==> src/rtl/frw_pkg.sv <==
package frw_pkg;
  typedef logic [7:0] byte_t;
  localparam byte_t ERASED = 8'hFF;
endpackage

==> src/rtl/frw_hold_bank.sv <==
module frw_hold_bank
  import frw_pkg::*;
#(
  parameter int ROW_BYTES = 64,
  localparam int OFS_W = $clog2(ROW_BYTES)
) (
  input  logic                   clk,
  input  logic                   rst_n,
  input  logic                   we,
  input  logic [OFS_W-1:0]       waddr,
  input  byte_t                  wdata,
  input  logic                   clear,
  output logic [ROW_BYTES*8-1:0] row_flat
);
  // one register per row byte; an erase value of FFh means "leave alone"
  for (genvar b = 0; b < ROW_BYTES; b++) begin : g_byte
    byte_t cell_q;
    always_ff @(posedge clk) begin
      if (!rst_n || clear) cell_q <= ERASED;
      else if (we && waddr == OFS_W'(b)) cell_q <= wdata;
    end
    assign row_flat[b*8 +: 8] = cell_q;
  end
endmodule

==> src/rtl/frw_prog_timer.sv <==
module frw_prog_timer #(
  parameter int PROG_CYCLES = 8,
  localparam int CW = $clog2(PROG_CYCLES + 1)
) (
  input  logic clk,
  input  logic rst_n,
  input  logic start,
  output logic busy,
  output logic expire
);
  logic [CW-1:0] cnt_q;
  logic          busy_q;

  always_ff @(posedge clk) begin
    if (!rst_n) begin
      busy_q <= 1'b0;
      cnt_q  <= '0;
    end else if (!busy_q) begin
      if (start) begin
        busy_q <= 1'b1;
        cnt_q  <= CW'(PROG_CYCLES - 1);
      end
    end else if (cnt_q == '0) begin
      busy_q <= 1'b0;
    end else begin
      cnt_q <= cnt_q - 1'b1;
    end
  end

  assign busy   = busy_q;
  assign expire = busy_q && (cnt_q == '0);
endmodule

==> src/rtl/frw_mem_array.sv <==
module frw_mem_array
  import frw_pkg::*;
#(
  parameter int ROWS      = 4,
  parameter int ROW_BYTES = 64,
  localparam int ROW_W = (ROWS > 1) ? $clog2(ROWS) : 1,
  localparam int DEPTH = ROWS * ROW_BYTES,
  localparam int AW    = $clog2(DEPTH)
) (
  input  logic                   clk,
  input  logic                   rst_n,
  input  logic                   commit,
  input  logic [ROW_W-1:0]       commit_row,
  input  logic [ROW_BYTES*8-1:0] hold_flat,
  input  logic [AW-1:0]          rd_addr,
  output byte_t                  rd_data
);
  byte_t mem_w [DEPTH];

  for (genvar r = 0; r < ROWS; r++) begin : g_row
    for (genvar b = 0; b < ROW_BYTES; b++) begin : g_col
      byte_t cell_q;
      // programming only clears bits: new = old AND staged
      always_ff @(posedge clk) begin
        if (!rst_n) cell_q <= ERASED;
        else if (commit && commit_row == ROW_W'(r))
          cell_q <= cell_q & hold_flat[b*8 +: 8];
      end
      assign mem_w[r*ROW_BYTES + b] = cell_q;
    end
  end

  assign rd_data = mem_w[rd_addr];
endmodule

==> src/rtl/flash_row_writer.sv <==
module flash_row_writer
  import frw_pkg::*;
#(
  parameter int ROWS        = 4,
  parameter int ROW_BYTES   = 64,
  parameter int PROG_CYCLES = 8,
  localparam int OFS_W = $clog2(ROW_BYTES),
  localparam int ROW_W = (ROWS > 1) ? $clog2(ROWS) : 1,
  localparam int AW    = $clog2(ROWS * ROW_BYTES)
) (
  input  logic             clk,
  input  logic             rst_n,
  input  logic             wr_valid,
  output logic             wr_ready,
  input  logic [OFS_W-1:0] wr_ofs,
  input  logic [7:0]       wr_data,
  input  logic             prog_req,
  input  logic [ROW_W-1:0] prog_row,
  output logic             busy,
  output logic             done,
  input  logic [AW-1:0]    rd_addr,
  output logic [7:0]       rd_data
);
  logic                   busy_w, expire_w, take_wr, take_go, done_q;
  logic [ROW_W-1:0]       row_q;
  logic [ROW_BYTES*8-1:0] hold_flat;

  assign take_wr = wr_valid && !busy_w;
  assign take_go = prog_req && !busy_w;

  always_ff @(posedge clk) begin
    if (!rst_n) begin
      row_q  <= '0;
      done_q <= 1'b0;
    end else begin
      if (take_go) row_q <= prog_row;
      done_q <= expire_w;
    end
  end

  frw_hold_bank #(.ROW_BYTES(ROW_BYTES)) hold_i (
    .clk(clk), .rst_n(rst_n), .we(take_wr), .waddr(wr_ofs),
    .wdata(wr_data), .clear(expire_w), .row_flat(hold_flat)
  );

  frw_prog_timer #(.PROG_CYCLES(PROG_CYCLES)) timer_i (
    .clk(clk), .rst_n(rst_n), .start(take_go),
    .busy(busy_w), .expire(expire_w)
  );

  frw_mem_array #(.ROWS(ROWS), .ROW_BYTES(ROW_BYTES)) mem_i (
    .clk(clk), .rst_n(rst_n), .commit(expire_w), .commit_row(row_q),
    .hold_flat(hold_flat), .rd_addr(rd_addr), .rd_data(rd_data)
  );

  assign wr_ready = !busy_w;
  assign busy     = busy_w;
  assign done     = done_q;
endmodule

==> config.mk <==
export PLATFORM = sky130hd
export DESIGN_NAME = flash_row_writer
export DESIGN_NICKNAME = d
export VERILOG_FILES = /design/src/rtl/frw_pkg.sv /design/src/rtl/frw_hold_bank.sv /design/src/rtl/frw_prog_timer.sv /design/src/rtl/frw_mem_array.sv /design/src/rtl/flash_row_writer.sv
export SDC_FILE = /design/constraint.sdc
export NUM_CORES = 2
export LEC_CHECK = 0
export BUFFER_PORTS_ARGS = -buffer_cell sky130_fd_sc_hd__buf_4
export CAP_MARGIN = 0
export CORE_AREA = 2 2 378 380
export DETAILED_ROUTE_END_ITERATION = 8
export DIE_AREA = 0 0 380 382
export PLACE_DENSITY = 0.82
export SKIP_LAST_GASP = 1
export SLEW_MARGIN = 40
export SYNTH_ARGS = -nofsm -noshare
export SYNTH_HDL_FRONTEND = slang
export SYNTH_SLANG_ARGS = --single-unit
export TNS_END_PERCENT = 5
==> constraint.sdc <==
create_clock -name clk -period 5.5 [get_ports clk]
set_clock_uncertainty 0.05 [all_clocks]
set_input_delay 0.825 -clock clk [delete_from_list [all_inputs] [get_ports clk]]
set_output_delay 0.825 -clock clk [all_outputs]
set_load 0.01 [all_outputs]
==> results_dict.tcl <==
set metrics [dict create \
    antenna_found_initial 15 \
    synth-adder-area-share 0.000262 \
    synthDominantCellAreaShare 0.538 \
    synthesis.area_mm2 0.0956 \
    synth_nets 10464 \
    finalNonFillerCells 12234 \
    worstPathArrival_ns 4.54 \
    reg2reg_from "timer_i.busy" \
    gp_congestion 1.23 \
    place_hpwl_um 214000 \
    fin_area_mm2 0.106 \
    grt_start_max_net_pins 227 \
    violations "design-rule violations" \
    fmax_ghz 0.185 \
    crit_path_start_kind "input port" \
    r2r_end "mem_i.g_row[0].g_col[18].cell_q[2]" \
    reg2reg_slack_ns 2.03 \
    p_leak_uw 0.0388 \
    nNetsFinal 10162 \
    hold_path_class "input port to flop" \
    syn_inst 10434 \
    synth_compound_area_frac 0.139 \
    async_flop_share 0 \
    muxShareOfSynthArea 0.119 \
    finalCritPeriodShare 0.984 \
    ys_types 63 \
    cts-buffers-inserted 238 \
    grt_pass1_vias 78166 \
    worstSetupPathDepth 11 \
    post-route-drc-count 11 \
    clk_pin_slew_worst_paths_ns 0.06 \
    tritoncts "yes" \
    slowest_delay_ns 0.66 \
    yosys_warnings 0 \
    setup_tns_ns 0 \
    dp.cells 11773 \
    place_area_mm2 0.0972 \
    core-area_mm2 0.141 \
    status "finished with violations" \
    dr.pass1.iters 9 \
    peakVddDrop_mv 0.319 \
    power_uw 38000 \
    die_area_mm2 0.145 \
    grt_pass1_wl_um 492000 \
    synth_top_family_by_area "simple AND/OR/NAND/NOR gates" \
    path_cells "buf_8 -> buf_12 -> buf_12 -> mux2i_1 -> a22oi_1 -> a22oi_1 -> nor2_1 -> a211oi_1 -> nor3_1 -> buf_4 -> buf_4" \
    synth-xor-area-share 0.0000916 \
    yosys.area_share.simple 0.167 \
    grt_use_total 0.446 \
    final_core_util 0.751 \
    routed_wl_um 333000 \
    hold_buffers 0 \
    synth_edf_count 0 \
    yosysTopAreaCell "dfxtp_1" \
    rsz0062_at_grt "no" \
    critPathRequiredTime_ns 4.62 \
    cts_resized 0 \
    cts_htree_levels 4 \
    r2r_cells 7 \
    drv_cap 0 \
    busiest_layer "met2" \
    postCtsSetupRepairBufs 0 \
    detail_route.wl_per_cell_um 27.2 \
    end_kind "output pin" \
    fin_crit_ns 5.41 \
    cpLargestDelayFamily "buffers and inverters" \
    clockRootBuffer "clkbuf_16" \
    clockBufferDepth 3 \
    use_met2 0.624 \
    avgSynthCellArea_um2 9.16 \
    yosys-top-cells-area "dfxtp_1, nand2_1, o21ai_0" \
    slowest_stage "nor3_1" \
    die-width_um 380 \
    drv_slew 0 \
    slew_headroom 0.319 \
    vias 83554 \
    p_per_area_mw_per_mm2 359 \
    grtUsageMet3 0.163 \
    port_buffers 38 \
    synth_seq_cells 2568 \
    setup_viol 0 \
    worst_pin_slew_ns 1.02 \
    startpoint "rd_addr[1]" \
    vias_per_cell 6.83 \
    synth_ff_type "dfxtp_1" \
    drt_iter0_markers 14266 \
    cp_num_buf_inv 5 \
    ant_nets 0 \
    worstSetupPathType "input port to output pin" \
    ys_seq_area_frac 0.538 \
    cp_max_fo 51 \
    critPathCapture "rd_data[4]" \
    die_h_um 382 \
    syn_to_final_growth_pct 10.7 \
    overflow 0 \
    row_count 138 \
    clkSinkCount 2568 \
    io_pins 39 \
    drive_gt1_frac 0.110 \
    grt_use_met1 0.581 \
    start_util 0.679 \
    clk_latency_ns 0.89 \
    finalHoldViolations 0 \
]
placed cells by master (no fill, tap or decap), types with 6 or more instances in the layout:
cell and count:
buf_4 169, clkbuf_16 239, a211oi_1 17, a22o_1 21, nor2b_1 18, nand2b_1 18
nand3_1 535, o21ai_0 2064, nand2_1 3178, bufinv_16 28, buf_12 44, clkinvlp_4 9
o22ai_1 41, buf_6 12, a31oi_1 8, o2bb2ai_1 15, nor4_1 16, clkbuf_1 63
diode_2 11, nor2_2 44, nor2_1 67, clkbuf_8 51, nor2_4 8, a21oi_1 82
buf_16 12, mux2i_1 197, a221oi_1 16, dfxtp_1 2568, clkinv_2 34, and3_1 7
a22oi_1 137, nor3_1 29, mux4_2 412, nand2_2 6, o221ai_1 39, mux2_2 12
Yosys cell counts, types with 4 or more instances:
library cell / n
a2111oi_0: 5
a211oi_1: 17
a21oi_1: 82
a221oi_1: 18
a22o_1: 21
a22oi_1: 137
a31oi_1: 8
and2_1: 5
and3_1: 7
buf_1: 17
buf_2: 58
buf_4: 29
buf_6: 39
buf_8: 5
clkbuf_1: 636
dfxtp_1: 2568
mux2_2: 12
mux2i_1: 197
mux4_2: 412
nand2_1: 3188
nand2b_1: 19
nand3_1: 536
nand3b_1: 4
nand4_1: 5
nor2_1: 118
nor2b_1: 22
nor3_1: 33
nor4_1: 20
o21ai_0: 2064
o221ai_1: 39
o22ai_1: 41
o2bb2ai_1: 15
o32ai_1: 5
registers in the layout (all words and copies together) (netlist names):
name                      cells
timer_i.busy                  1
timer_i.cnt_q                 4
hold_i.g_byte.cell_q        512
row_q                         2
done                          1
mem_i.g_row.g_col.cell_q   2048
power by group:
part,internal (uW),switching [uW],leakage [uW]
registers,18600,47.4,0.0208
clock network,10000,7370,0.00404
logic,501,1420,0.0139
cell type report:
class,instances,area [um^2]
sequential,2568,51400
multi-input combinational,7078,41000
fill,9508,35100
clock buffer,353,6920
timing repair buffer,242,2660
tap,1890,2360
clock inverter,88,1350
antenna,11,27.5
inverter,4,15.0
cells by family after synthesis:
| logic type | after synthesis |
|---|---|
| flops | 2568 |
| simple gates | 3978 |
| fa+ha+maj | 2 |
| compound gates | 2476 |
| xor+xnor | 1 |
| mux | 621 |
| buf+inv | 788 |
layer usage:
layer / vias up / part of all wire
met5: - / 0.00024
met4: 12 / 0.078
met3: 1448 / 0.16
met2: 6627 / 0.41
met1: 40062 / 0.35
li1: 35405 / -
through the flow:
| step | setup WS, ns | hold slack [ns] |
|---|---|---|
| finish | 0.0877 | 0.169 |
| global route | 0.239 | 0.206 |
| floorplan | 2.02 | 0.386 |
| CTS | 0.424 | 0.144 |
| detailed placement | 0.443 | 0.399 |
| global placement | 0.0802 | 0.393 |
worst reg2reg max path: stages, from the launching register on:
cell     delay [ns]
dfxtp_1        0.58
nand2_1        0.16
nor3_1         0.47
nand2_4        0.60
buf_4          0.54
buf_4          0.51
o21ai_0        0.35
nand2_1        0.09
worst min-delay path by stage:
| stage | from | to | slack (ns) | depth (start not counted) |
|---|---|---|---|---|
| after floorplan | mem_i.g_row[0].g_col[10].cell_q[0] | mem_i.g_row[0].g_col[10].cell_q[0] | 0.39 | 2 |
| after global placement | mem_i.g_row[2].g_col[28].cell_q[2] | mem_i.g_row[2].g_col[28].cell_q[2] | 0.39 | 2 |
| after detailed placement | mem_i.g_row[3].g_col[6].cell_q[6] | mem_i.g_row[3].g_col[6].cell_q[6] | 0.40 | 2 |
| after CTS | prog_row[1] | row_q[1] | 0.14 | 3 |
| after global routing | prog_row[1] | row_q[1] | 0.21 | 3 |
| final | prog_row[1] | row_q[1] | 0.17 | 3 |
(Power assumes the default switching activity.)
